[src/rtl/vend_pkg.sv]
package vend_pkg;

    localparam int CREDIT_W = 2;

    typedef enum logic [CREDIT_W-1:0] {
        CR_ZERO = 2'b00,
        CR_FIVE = 2'b01,
        CR_TEN  = 2'b10,
        CR_FULL = 2'b11
    } credit_e;

endpackage

[src/rtl/vend_next.sv]
module vend_next
    import vend_pkg::*;
(
    input  credit_e cur_i,
    input  logic    nickel_i,
    input  logic    dime_i,
    input  logic    fire_i,
    output credit_e nxt_o
);

    always_comb begin
        nxt_o = cur_i;
        if (fire_i) begin
            nxt_o = CR_ZERO;
        end else begin
            unique case (cur_i)
                CR_ZERO: begin
                    if (dime_i)        nxt_o = CR_TEN;
                    else if (nickel_i) nxt_o = CR_FIVE;
                    else               nxt_o = CR_ZERO;
                end
                CR_FIVE: begin
                    if (dime_i)        nxt_o = CR_FULL;
                    else if (nickel_i) nxt_o = CR_TEN;
                    else               nxt_o = CR_FIVE;
                end
                CR_TEN:  nxt_o = CR_TEN;
                CR_FULL: nxt_o = CR_ZERO;
                default: nxt_o = CR_ZERO;
            endcase
        end
    end

endmodule

[src/rtl/vend_state_reg.sv]
module vend_state_reg
    import vend_pkg::*;
(
    input  logic    clk_i,
    input  logic    rst_i,
    input  logic    nickel_i,
    input  logic    dime_i,
    input  credit_e nxt_i,
    output credit_e cur_o
);

    credit_e state_q;

    always_ff @(posedge clk_i) begin
        if (rst_i) state_q <= CR_ZERO;
        else       state_q <= nxt_i;
    end

    assign cur_o = state_q;

    AST_RESET_ZERO: assert property (@(posedge clk_i)
        rst_i |=> (state_q == CR_ZERO));

    AST_NICKEL_FROM_ZERO: assert property (@(posedge clk_i) disable iff (rst_i)
        (state_q == CR_ZERO && nickel_i && !dime_i) |=> (state_q == CR_FIVE));

    AST_DIME_FROM_FIVE: assert property (@(posedge clk_i) disable iff (rst_i)
        (state_q == CR_FIVE && dime_i && !nickel_i) |=> (state_q == CR_FULL));

    AST_IDLE_HOLDS: assert property (@(posedge clk_i) disable iff (rst_i)
        (!nickel_i && !dime_i && state_q != CR_FULL) |=> $stable(state_q));

endmodule

[src/rtl/vend_out.sv]
module vend_out
    import vend_pkg::*;
#(
    parameter bit REG_OUT = 1'b0
)(
    input  logic    clk_i,
    input  logic    rst_i,
    input  credit_e cur_i,
    input  logic    nickel_i,
    input  logic    dime_i,
    output logic    fire_o,
    output logic    open_o
);

    logic gated;

    always_comb begin
        unique case (cur_i)
            CR_ZERO: fire_o = 1'b0;
            CR_FIVE: fire_o = 1'b0;
            CR_TEN:  fire_o = nickel_i | dime_i;
            CR_FULL: fire_o = 1'b1;
            default: fire_o = 1'b0;
        endcase
    end

    assign gated = fire_o & ~rst_i;

    AST_LOW_BELOW_TEN: assert property (@(posedge clk_i)
        (cur_i == CR_ZERO || cur_i == CR_FIVE) |-> !fire_o);

    generate
        if (REG_OUT) begin : g_reg
            logic open_q;
            always_ff @(posedge clk_i) begin
                open_q <= gated;
            end
            assign open_o = open_q;

            AST_REG_RST_MUTES: assert property (@(posedge clk_i)
                rst_i |=> !open_o);
            AST_REG_FULL_OPENS: assert property (@(posedge clk_i) disable iff (rst_i)
                (cur_i == CR_FULL) |=> open_o);
            AST_REG_DELAY: assert property (@(posedge clk_i) disable iff (rst_i)
                (cur_i == CR_TEN && (nickel_i || dime_i)) |=> open_o);
        end else begin : g_comb
            assign open_o = gated;

            AST_RST_MUTES: assert property (@(posedge clk_i)
                rst_i |-> !open_o);
            AST_FULL_OPENS: assert property (@(posedge clk_i) disable iff (rst_i)
                (cur_i == CR_FULL) |-> open_o);
            AST_TEN_COIN_OPENS: assert property (@(posedge clk_i) disable iff (rst_i)
                (cur_i == CR_TEN && (nickel_i || dime_i)) |-> open_o);
        end
    endgenerate

endmodule

[src/rtl/vend_ctrl.sv]
module vend_ctrl
    import vend_pkg::*;
#(
    parameter bit REG_OUT = 1'b0
)(
    input  logic                clk_i,
    input  logic                rst_i,
    input  logic                nickel_i,
    input  logic                dime_i,
    output logic                open_o,
    output logic [CREDIT_W-1:0] credit_o
);

    credit_e cur;
    credit_e nxt;
    logic    fire;

    vend_out #(.REG_OUT(REG_OUT)) u_out (
        .clk_i    (clk_i),
        .rst_i    (rst_i),
        .cur_i    (cur),
        .nickel_i (nickel_i),
        .dime_i   (dime_i),
        .fire_o   (fire),
        .open_o   (open_o)
    );

    vend_next u_next (
        .cur_i    (cur),
        .nickel_i (nickel_i),
        .dime_i   (dime_i),
        .fire_i   (fire),
        .nxt_o    (nxt)
    );

    vend_state_reg u_reg (
        .clk_i    (clk_i),
        .rst_i    (rst_i),
        .nickel_i (nickel_i),
        .dime_i   (dime_i),
        .nxt_i    (nxt),
        .cur_o    (cur)
    );

    assign credit_o = cur;

    AST_RETURN_ZERO: assert property (@(posedge clk_i) disable iff (rst_i)
        fire |=> (credit_o == 2'b00));

    AST_DIME_NO_OPEN: assert property (@(posedge clk_i) disable iff (rst_i)
        (credit_o == 2'b01 && dime_i) |-> !fire);

endmodule

[config.mk]
export PLATFORM = sky130hd
export DESIGN_NAME = vend_ctrl
export DESIGN_NICKNAME = d
export VERILOG_FILES = /design/src/rtl/vend_pkg.sv /design/src/rtl/vend_next.sv /design/src/rtl/vend_state_reg.sv /design/src/rtl/vend_out.sv /design/src/rtl/vend_ctrl.sv
export SDC_FILE = /design/constraint.sdc
export NUM_CORES = 1
export LEC_CHECK = 0
export ABC_AREA = 0
export BUFFER_PORTS_ARGS = -buffer_cell sky130_fd_sc_hd__buf_2
export CAP_MARGIN = 25
export CORE_AREA = 2 2 39 41
export DETAILED_ROUTE_END_ITERATION = 7
export DIE_AREA = 0 0 41 43
export HOLD_SLACK_MARGIN = 0.12
export PLACE_DENSITY = 0.3
export SETUP_SLACK_MARGIN = 0.3
export SLEW_MARGIN = 40
export SYNTH_ARGS = -nofsm -noshare
export SYNTH_HDL_FRONTEND = slang
export SYNTH_SLANG_ARGS = --single-unit
[constraint.sdc]
create_clock -name clk_i -period 0.91 [get_ports clk_i]
set_input_delay 0.1365 -clock clk_i [delete_from_list [all_inputs] [get_ports clk_i]]
set_output_delay 0.1365 -clock clk_i [all_outputs]
set_load 0.02 [all_outputs]
# Word-level counts from Yosys, hierarchy flattened
# Cells that the tools add are included.
[word_totals] wordCells=16 out_inout_bits=3 n_memories=0 ram_bits=0 latch_bits=0 rom_bits=0 reg_bits=2 inputBits=4
[classes] mul=0 addsub=0 bitwise_logic=3 div=0 shifts=0 eq_ne=3 n_reduce_logical=3 n_mux=6 n_lt_le_gt_ge=0
[ops] op="2-bit one-hot mux with 4 select lines" n=1
[ops] op="2-bit two-way mux" n=3
[ops] op="2-bit equality test, second input constant" n=2
[ops] op="2-bit OR reduction" n=2
[ops] op="1-bit one-hot mux with 3 select lines" n=1
[ops] op="2-bit by 1-bit equality test with 1-bit output, second input constant" n=1
[ops] op="2-bit zero test" n=1
[ops] op="1-bit AND" n=1
[ops] op="1-bit two-way mux" n=1
[ops] op="1-bit NOT" n=1
[ops] op="1-bit OR" n=1

# Logic depth before layout (Yosys ltp)
# Gate-level depths: netlist of run 1.
[logic_depth] ltp_word=4 depth_mapped=3 ltp_nobuf=3

# Hierarchy
# From an unflattened synthesis of run 1, not the netlist that was laid out.
[hier_totals] hier_cells=12 hier_area_um2=123.9
[modules_own_cells] mod="vend_state_reg" area_each_um2=52.6 cells_each=4 instances=1 seq_area_each_um2=40.0
[modules_own_cells] mod="vend_next" area_each_um2=47.5 cells_each=5 instances=1 seq_area_each_um2=0.0
[modules_own_cells] mod="vend_out" area_each_um2=23.8 cells_each=3 instances=1 seq_area_each_um2=0.0

# Worst setup path after synthesis of run 1
# No wires, ideal clock.
[synth_path] path_kind="register to output" start="register u_reg.state_q[0], in the netlist u_reg.cur_o[0]" end="output port open_o" slack_ps=-309 t_arrival_ps=1083 required_ps=774 path_buffers=0 stages_incl_launch_ff=3 path_cell_list="dfxtp_1 nor3_2 nor3b_1"
[synth_via] elab_chain_len=4 elab_cells_between_ends=7 cone_classes="eq/ne (3); mux (1); bitwise (1); reduce/logical (2)"
[synth_rtl] item="start, declared" line_no="vend_state_reg.sv:12" text="credit_e state_q;"
[synth_rtl] item="start signal, assigned" line_no="vend_state_reg.sv:16" text="else state_q <= nxt_i;"
[synth_rtl] item="2-bit by 1-bit equality test with 1-bit output / 2-bit zero test (equally long branches)" line_no="vend_out.sv:18" text="unique case (cur_i)"
[synth_rtl] item="2-bit OR reduction (no line)"
[synth_rtl] item="1-bit one-hot mux with 3 select lines (*)" line_no="vend_out.sv:18"
[synth_rtl] item="1-bit AND (*)" line_no="vend_out.sv:27" text="assign gated = fire_o & ~rst_i;"
[synth_rtl] item="end, declared" line_no="vend_ctrl.sv:10" text="output logic open_o,"
# Mark *: on every way between the ends. The rest lies on a longest branch, timed or not.

# Worst setup path after layout of run 1
# Ends and elaborated chain as after synthesis.

==> summary.txt, run 1 <==
Global routing
  • Global-route wire length before repair: ~390 um
  • Grt ovf: 0
  • Antenna violations before repair: 0
  • Largest net degree at the start of global routing: 6
  • Vias in the first global route: 99
  • GRT Overall Usage: 4.01%

Floorplanning
  • Die area: 1760 sq um
  • Die height: 43 um
  • Die W: 41 um
  • Starting density of the core: 7.87%
  • Row Count: 14
  • I/O pins: 7
  • Core ar.: 1380 sq um

Clock network
  • CTS Buf Count: 3
  • Worst-path clk slew: 30 ps
  • CTS tree: yes
  • H-tree levels: 1
  • CTS sink cnt: 2
  • Worst-Skew Late Latency: 230 ps
  • CTS Hold Bufs: 0
  • Clk root buf: clkbuf_4
  • Clock Path Buffers: 2

Power
  • Pwr per Cell Area: 1630 nW/um^2
  • P_leak: 0.101 nW
  • Total chip power: 0.429 mW
  • Peak supply drop: 1.10 mV

Logic synthesis
  • Syn nets: 14
  • Mean Syn Cell Area: 10.9 sq um
  • Synth Cell Area: 109 sq um
  • Synth warn: 0
  • Sequential share of the synthesized area: 36.8%
  • Seq cells post-synth: 2
  • Count of different cell masters after synthesis: 7
  • Post-Syn Instances: 10

Final layout
  • Highest-count cells in the layout ignoring fill and taps: 4 x buf_6, 3 x clkbuf_4, 3 x buf_2
  • Post-route cell area: 263 sq um
  • Fraction of layout cells with a size suffix above 1: between 90% and 100%
  • Fill cells: 155
  • Most common cell after layout, fill and taps aside: buf_6
  • Max FFs per register: 2
  • Synth-to-layout area growth: 141%
  • Fin nets: 27
  • Ant. Diodes: 0

Run
  • MaxCap Viol Count: 0

Worst setup path
  • R2r setup slk: 30 ps
  • Crit path largest cell delay: 350 ps
  • Arrival @ worst endpoint: 940 ps
  • Crit Path Category: reg -> out
  • Critical path launch point type: flop
  • Number of cells on the critical path: 3
  • Top delay family on crit path: flip-flops
  • Crit end category: output pin
  • CP max FO: 2
  • Crit path cell chain: nor3_4 > nor3b_4 > buf_6
  • Reg-to-reg critical path endpoint: u_reg.cur_o[1]
  • CP max stage cell: dfxtp_4
  • Worst r2r src: u_reg.cur_o[0]
  • Path depth of the worst reg2reg path: 4
  • CP Buf/Inv Count: 1
  • Crit path required time: 770 ps

Routing
  • Met2 WL: 122 um
  • Via count: ~120
  • DR vias/cell: 3.21
  • Routed len/inst: 8.18 um
  • DRT iter0 DRCs: 0
  • Met3 WL: ~48 um
  • Drt drc: 0
  • Metal1 wirelength: 140 um
  • Detail Route Antenna Nets: 0
  • Max layer used: met3
  • Drt total wl: 311 um
  • TritonRoute pass-1 iters: 1

STA
  • Final setup viols: 2
  • Final Hold Vio Count: 0
  • Worst-margin pin slew: 202 ps
  • Setup_tns: -209 ps
  • Tcrit/Tclk final: 118%
  • Minimum clock period: 1070 ps
  • Slew HR: 86.5%
  • Clock skew: 5.58 ps
  • F_max: 932 MHz
  • Final worst slack: -163 ps
  • RSZ-0062 raised after global routing: yes
  • Slew Limit Fails: 0

Min path
  • HP Start: rst_i
  • Hold endpoint: u_reg.cur_o[0]
  • Min-Delay Path Depth: 2
  • Hold Path Class: in -> reg

Placement
  • Post-DP Area: 181 sq um
  • Routability cong.: 0.566
  • IO Port Bufs: 6
  • DP HPWL: 218 um
  • Dpl ws: around 19 ps

Outcome
  • Status: complete, but fails checks
  • Failing checks: setup timing
-- Yosys cell counts --
cell type,instances,area (sq um)
nor2b_2,1,8.76
dfxtp_1,2,40.0
nor3b_1,1,7.51
nor2b_1,1,6.26
nor3_2,3,30.0
xnor2_1,1,8.76
a211oi_1,1,7.51
-- cells by family (layout without fill, tap and decap cells) --
kind of cell           Yosys count  after routing  synth area share [%]
buffers and inverters            0             12                     0
flip-flops                       2              2                  36.8
XOR/XNOR                         1              1                  8.05
AO/OA/AOI/OAI                    1              1                  6.90
AND/OR/NAND/NOR                  6              6                  48.3
-- power by group --
| part | switching, mW | internal [mW] |
|---|---|---|
| logic | 0.0467 | 0.0588 |
| registers | 0.0110 | 0.0958 |
| clock network | 0.0537 | 0.163 |
| total | 0.111 | 0.318 |
-- worst reg2reg max path, cell delays in order (launching register included) --
cell and delay, ps:
dfxtp_4 350, nor3_4 170, buf_4 150, nor2b_2 30, nor3_2 90
-- stage by stage --
step	utilization, %	hold slack (ps)	cells
5_1_grt	19.0	140	38
3_5_place_dp	13.1	382	32
6_report	19.0	146	38
3_3_place_gp	13.1	379	32
4_1_cts	17.6	140	37
2_1_floorplan	-	198	10
-- area by class of cell --
type                    count  area (sq um)  share of cell area, %
flip-flops and latches      2          47.5                   18.1
clock buffers               4          26.3                   10.0
multi-input cells           8           101                   38.6
repair buffers              8          67.6                   25.7
well taps                  16          20.0                   7.62
-- routing by layer --
metal  up-vias  track usage (%)
met2         7             3.44
li1         63                -
met1        52             4.47
met3         0             6.28
met5         -                0
met4         0             2.00
-- how the worst max path moves through the flow --
stage,start,endpoint
after floorplan,u_reg.cur_o[0],open_o
after CTS,u_reg.cur_o[0],open_o
after global placement,u_reg.cur_o[0],open_o
after detailed placement,u_reg.cur_o[0],open_o
final,u_reg.cur_o[0],open_o
after global routing,u_reg.cur_o[0],open_o
-- repair_timing --
action,in CTS,in global routing
pin swaps,1,2
endpoints found under the setup margin,5,5
setup buffers,1,1
resized for setup,8,3
cloned,0,0
No activity file was read; power rests on OpenSTA's default activity.
==> run 2, diff against run 1 <==
==> constraint.sdc (replaced) <==
create_clock -name clk_i -period 0.91 [get_ports clk_i]
set_input_delay 0.1365 -clock clk_i [delete_from_list [all_inputs] [get_ports clk_i]]
set_output_delay 0.1365 -clock clk_i [all_outputs]
set_load 0.01 [all_outputs]
==> run 2 against run 1 <==
Net effect:
- the flow still finishes with violations (setup timing)
- sequential power barely moved
- fmax rose by 0.93%
- clock skew increased by 1.5 ps
- via count fell by 0.82%
- register-to-register slack got worse by 130 ps
- first-iteration DRC count unchanged
- count of clock-buffer cells in the layout fell by 1
- worst setup slack better by 9.9 ps
- clock power decreased by 8%
- final area increased by 2.4%
- largest power group unchanged
==> summary.txt, run 2 (synthesis gave the netlist of run 1 again) <==
Worst setup path
  • Crit end category: output pin
  • Crit path largest cell delay: 340 ps
  • Crit path cell chain: nor3_4 > nor3b_4 > buf_2
  • Arrival @ worst endpoint: 930 ps
  • Crit path required time: 770 ps
  • CP max FO: 2
  • Crit Path Category: reg -> out
  • Path depth of the worst reg2reg path: 5
  • Critical path launch point type: flop
  • CP max stage cell: dfxtp_4

Routing
  • Drt total wl: ~370 um
  • Routed len/inst: 9.71 um
  • DRT iter0 DRCs: 0
  • Drt drc: 0
  • Detail Route Antenna Nets: 0
  • Via count: ~120
  • TritonRoute pass-1 iters: 1
  • DR vias/cell: ~3.2

Power
  • Peak supply drop: 0.453 mV
  • P_leak: 0.109 nW
  • Pwr per Cell Area: 1530 nW/um^2

Clock network
  • Clock Path Buffers: 2
  • Worst-path clk slew: 30 ps
  • CTS Buf Count: 3
  • CTS Hold Bufs: 0
  • H-tree levels: 1
  • CTS sink cnt: 2
  • CTS tree: yes
  • Worst-Skew Late Latency: around 230 ps
  • Clk root buf: clkbuf_4

Global routing
  • Antenna violations before repair: 0
  • GRT Overall Usage: 5.72%
  • Vias in the first global route: 133
  • Global-route wire length before repair: 621 um
  • Grt ovf: 0
  • Largest net degree at the start of global routing: 6

STA
  • Slew Limit Fails: 0
  • F_max: 940 MHz
  • Slew HR: 86.7%
  • Minimum clock period: about 1100 ps
  • Final worst slack: -154 ps
  • Tcrit/Tclk final: 117%
  • Final setup viols: 3
  • Worst-margin pin slew: 198 ps
  • Clock skew: 7.12 ps
  • RSZ-0062 raised after global routing: yes
  • Setup_tns: -282 ps
  • Final Hold Vio Count: 0

Floorplanning
  • Starting density of the core: 7.87%
  • Core ar.: approximately 1400 sq um
  • I/O pins: 7
  • Row Count: 14
  • Die height: 43 um
  • Die area: between 1500 and 2000 sq um
  • Die W: 41 um

Placement
  • Dpl ws: 60.6 ps
  • DP HPWL: 225 um
  • Routability cong.: 0.506
  • IO Port Bufs: 6

Final layout
  • Highest-count cells in the layout ignoring fill and taps: 4 x buf_2, 4 x buf_6, 3 x clkbuf_4, 2 x nor3_2, 2 x dfxtp_4
  • Synth-to-layout area growth: 147%
  • Fraction of layout cells with a size suffix above 1: 100%
  • Ant. Diodes: 0
  • Fill cells: 155
  • Fin nets: 28
  • Max FFs per register: 2

Min path
  • Min-Delay Path Depth: 2
  • Hold Path Class: in -> reg

Run
  • MaxCap Viol Count: 0

Outcome
  • Failing checks: setup timing
  • Status: complete, but fails checks
==> run 2: metrics by stage <==
| step | power [mW] | instance area [sq um] | hold WS, ps | utilization, % | cells |
|---|---|---|---|---|---|
| final | 0.411 | 269 | 146 | 19.4 | 38 |
| after detailed placement | 0.174 | 179 | 383 | 12.9 | 32 |
| after floorplan | 0.145 | 129 | 199 | - | 10 |
| after global placement | 0.173 | 179 | 378 | 12.9 | 32 |
| after global routing | 0.448 | 269 | 150 | 19.4 | 38 |
| after CTS | 0.417 | 253 | 140 | 18.3 | 37 |
==> run 2: area by class of cell <==
| class | count | area [sq um] | share of cell area, % |
|---|---|---|---|
| multi-input combinational | 8 | 106 | 39.5 |
| timing repair buffer | 9 | 72.6 | 27.0 |
| clock buffer | 3 | 22.5 | 8.37 |
| tap | 16 | 20.0 | 7.44 |
| sequential | 2 | 47.5 | 17.7 |
==> run 2: worst paths after layout <==
path | startpoint | to | slack (ps)
hold reg to reg | u_reg.cur_o[1] | u_reg.cur_o[0] | 470
setup / recovery | u_reg.cur_o[0] | open_o | -150
hold / removal | rst_i | u_reg.cur_o[1] | 150
setup reg to reg | u_reg.cur_o[0] | u_reg.cur_o[1] | -100
==> run 2: what timing repair did <==
action	in CTS	in global routing
pin swaps	3	1
buffers inserted	2	1
endpoints found under the setup margin	5	5
resized for setup	8	2
endpoints found under the hold margin	0	0
gates cloned	0	0
==> run 2: report_power, final <==
group / total (mW) / internal [mW] / leakage (nW) / switching, mW
clock: 0.199 / 0.146 / 0.0138 / 0.0528
sequential: 0.108 / 0.0959 / 0.0178 / 0.0124
combinational: 0.105 / 0.0633 / 0.0769 / 0.0412
==> run 2: worst max-delay path: cells and delay by family, from the launching register on <==
kind                   cells  cell delay, ps
and+or+nand+nor            2             230
DFF                        1             340
buffers and inverters      1             140
==> run 2: layer usage <==
metal  wire length [um]  GRT usage, %  vias up
li1                   -             -       61
met1                179          7.37       53
met2                142          6.88        7
met3                 47          4.71        0
met4                  0          2.00        0
met5                  0             0        -
==> run 3, diff against run 2 <==
==> constraint.sdc (replaced) <==
create_clock -name clk_i -period 1.2 [get_ports clk_i]
set_input_delay 0.18 -clock clk_i [delete_from_list [all_inputs] [get_ports clk_i]]
set_output_delay 0.18 -clock clk_i [all_outputs]
set_load 0.01 [all_outputs]
==> run 3 against run 2 <==
Net effect:
- the run now ends clean
- worst setup slack improved by 260 ps
- final area shrank 14%
- critical path depth did not move
- sequential share of layout area up 2.9 points
- first-iteration DRC count unchanged
- non-clock buffer count down 1
- sequential cell count unchanged
- utilization decreased by 2.7 points
- critical endpoint is now credit_o[0]
==> summary.txt, run 3 (synthesis gave the netlist of run 1 again) <==
Floorplanning
  • Die W: 41 um
  • Core ar.: roughly 1400 sq um
  • Die height: around 43 um
  • I/O pins: 7
  • Die area: 1760 sq um
  • Row Count: 14
  • Starting density of the core: 7.87%

STA
  • Slew HR: 83.3%
  • Clock skew: 2.27 ps
  • Tcrit/Tclk final: between 90% and 100%
  • F_max: a little over 900 MHz
  • Minimum clock period: around 1100 ps
  • Final Hold Vio Count: 0
  • RSZ-0062 raised after global routing: yes
  • Setup_tns: 0 ps
  • Final setup viols: 0
  • Final worst slack: 108 ps
  • Worst-margin pin slew: roughly 250 ps
  • Slew Limit Fails: 0

Worst setup path
  • Cell mode on critical path: buf_6
  • CP Buf/Inv Count: 3
  • Top delay family on crit path: buffers and inverters
  • R2r setup slk: roughly 160 ps
  • CP max FO: 3
  • Crit Path Category: reg -> out
  • Arrival @ worst endpoint: 910 ps
  • Reg-to-reg critical path endpoint: u_reg.cur_o[1]
  • Worst r2r src: u_reg.cur_o[0]
  • Crit path largest cell delay: 340 ps
  • Critical path launch point type: flop
  • Crit end category: output pin
  • Crit path cell chain: buf_4 > buf_6 > buf_6
  • Path depth of the worst reg2reg path: 4
  • Crit path required time: 1020 ps
  • CP max stage cell: dfxtp_4

Final layout
  • Most common cell after layout, fill and taps aside: buf_2
  • Fin nets: 27
  • Ant. Diodes: 0
  • Final Util: 16.7%
  • Fill cells: 155
  • Fraction of layout cells with a size suffix above 1: roughly 86%
  • Max FFs per register: 2
  • Highest-count cells in the layout ignoring fill and taps: 4 x buf_2, 3 x clkbuf_4, 3 x buf_6, 2 x nor3_2, 2 x dfxtp_4
  • Synth-to-layout area growth: 113%

Power
  • P_leak: 0.0934 nW
  • Peak supply drop: about 0.25 mV
  • Pwr per Cell Area: 1240 nW/um^2
  • Total chip power: 0.287 mW

Global routing
  • Antenna violations before repair: 0
  • Grt ovf: 0
  • Global-route wire length before repair: 469 um
  • Vias in the first global route: 125
  • Largest net degree at the start of global routing: 6
  • GRT Overall Usage: 4.70%

Routing
  • Routed len/inst: 8.49 um
  • Detail Route Antenna Nets: 0
  • Max layer used: met3
  • Drt drc: 0
  • Drt total wl: 314 um
  • TritonRoute pass-1 iters: 1
  • Via count: 117
  • Met2 WL: 124 um
  • Met3 WL: between 40 and 50 um
  • DRT iter0 DRCs: 0
  • DR vias/cell: 3.16
  • Metal1 wirelength: 148 um

Clock network
  • Worst-path clk slew: 30 ps
  • CTS Hold Bufs: 0
  • Clk root buf: clkbuf_4
  • Worst-Skew Late Latency: 220 ps
  • CTS sink cnt: 2
  • Clock Path Buffers: 2
  • CTS tree: yes
  • H-tree levels: 1
  • CTS Buf Count: 3

Placement
  • DP HPWL: 210 um
  • Dpl ws: 275 ps
  • Routability cong.: 0.455
  • IO Port Bufs: 6

Min path
  • HP Start: rst_i
  • Hold endpoint: u_reg.cur_o[0]
  • Min-Delay Path Depth: 2
  • Hold Path Class: in -> reg

Outcome
  • Status: complete, no violations

Run
  • MaxCap Viol Count: 0
-- run 3: cell count changes in the layout (fill, tap and decap cells not counted) --
cell / previous run / this run
nor3b_2: 0 / 1
nor2b_1: 0 / 1
xnor2_1: 0 / 1
buf_6: 4 / 3
a211oi_1: 0 / 1
a211oi_2: 1 / 0
nor2b_4: 1 / 0
xnor2_2: 1 / 0
nor3b_4: 1 / 0
-- run 3: final cells by class --
| type | instances | area [sq um] | area share [%] |
|---|---|---|---|
| Sequential cell | 2 | 47.5 | 20.5 |
| Timing Repair Buffer | 8 | 61.3 | 26.5 |
| Tap cell | 16 | 20.0 | 8.65 |
| Clock buffer | 3 | 22.5 | 9.73 |
| Multi-Input combinational cell | 8 | 80.1 | 34.6 |
-- run 3: where the power goes --
part	internal, mW	switching (mW)	total (mW)	leakage (nW)
clock network	0.110	0.0350	0.145	0.0138
registers	0.0727	0.00789	0.0806	0.0178
logic	0.0359	0.0255	0.0614	0.0617
total	0.219	0.0684	0.287	0.0934
-- run 3: worst register-to-register path, cell delays in order, from the launching register on --
cell,delay (ps)
dfxtp_4,340
buf_4,130
buf_6,110
a211oi_1,270
nor3_2,70
-- run 3: worst max path at each step --
stage / slack, ps / depth (start not counted) / from / to
floorplan: 310 / 2 / u_reg.cur_o[0] / open_o
global placement: 280 / 4 / dime_i / open_o
detailed placement: 280 / 3 / u_reg.cur_o[0] / open_o
CTS: 110 / 3 / u_reg.cur_o[0] / open_o
global route: 60 / 3 / u_reg.cur_o[0] / open_o
finish: 110 / 3 / u_reg.cur_o[0] / credit_o[0]
-- run 3: stage by stage --
stage               hold WS, ps  area [sq um]  instances
finish                      177           231         37
global route                166           231         37
CTS                         168           215         36
global placement            414           164         32
floorplan                   250           114         10
detailed placement          414           164         32
-- run 3: metal layers --
metal  track usage, %  up-vias
li1                 -       60
met5                0        -
met2             3.75        7
met3             3.66        0
met4             8.00        0
met1             5.10       50
-- run 3: timing repair --
item                       4_1_cts  5_1_grt
buffers inserted                 1        1
setup endpoints to repair        3        4
resized for setup                5        3
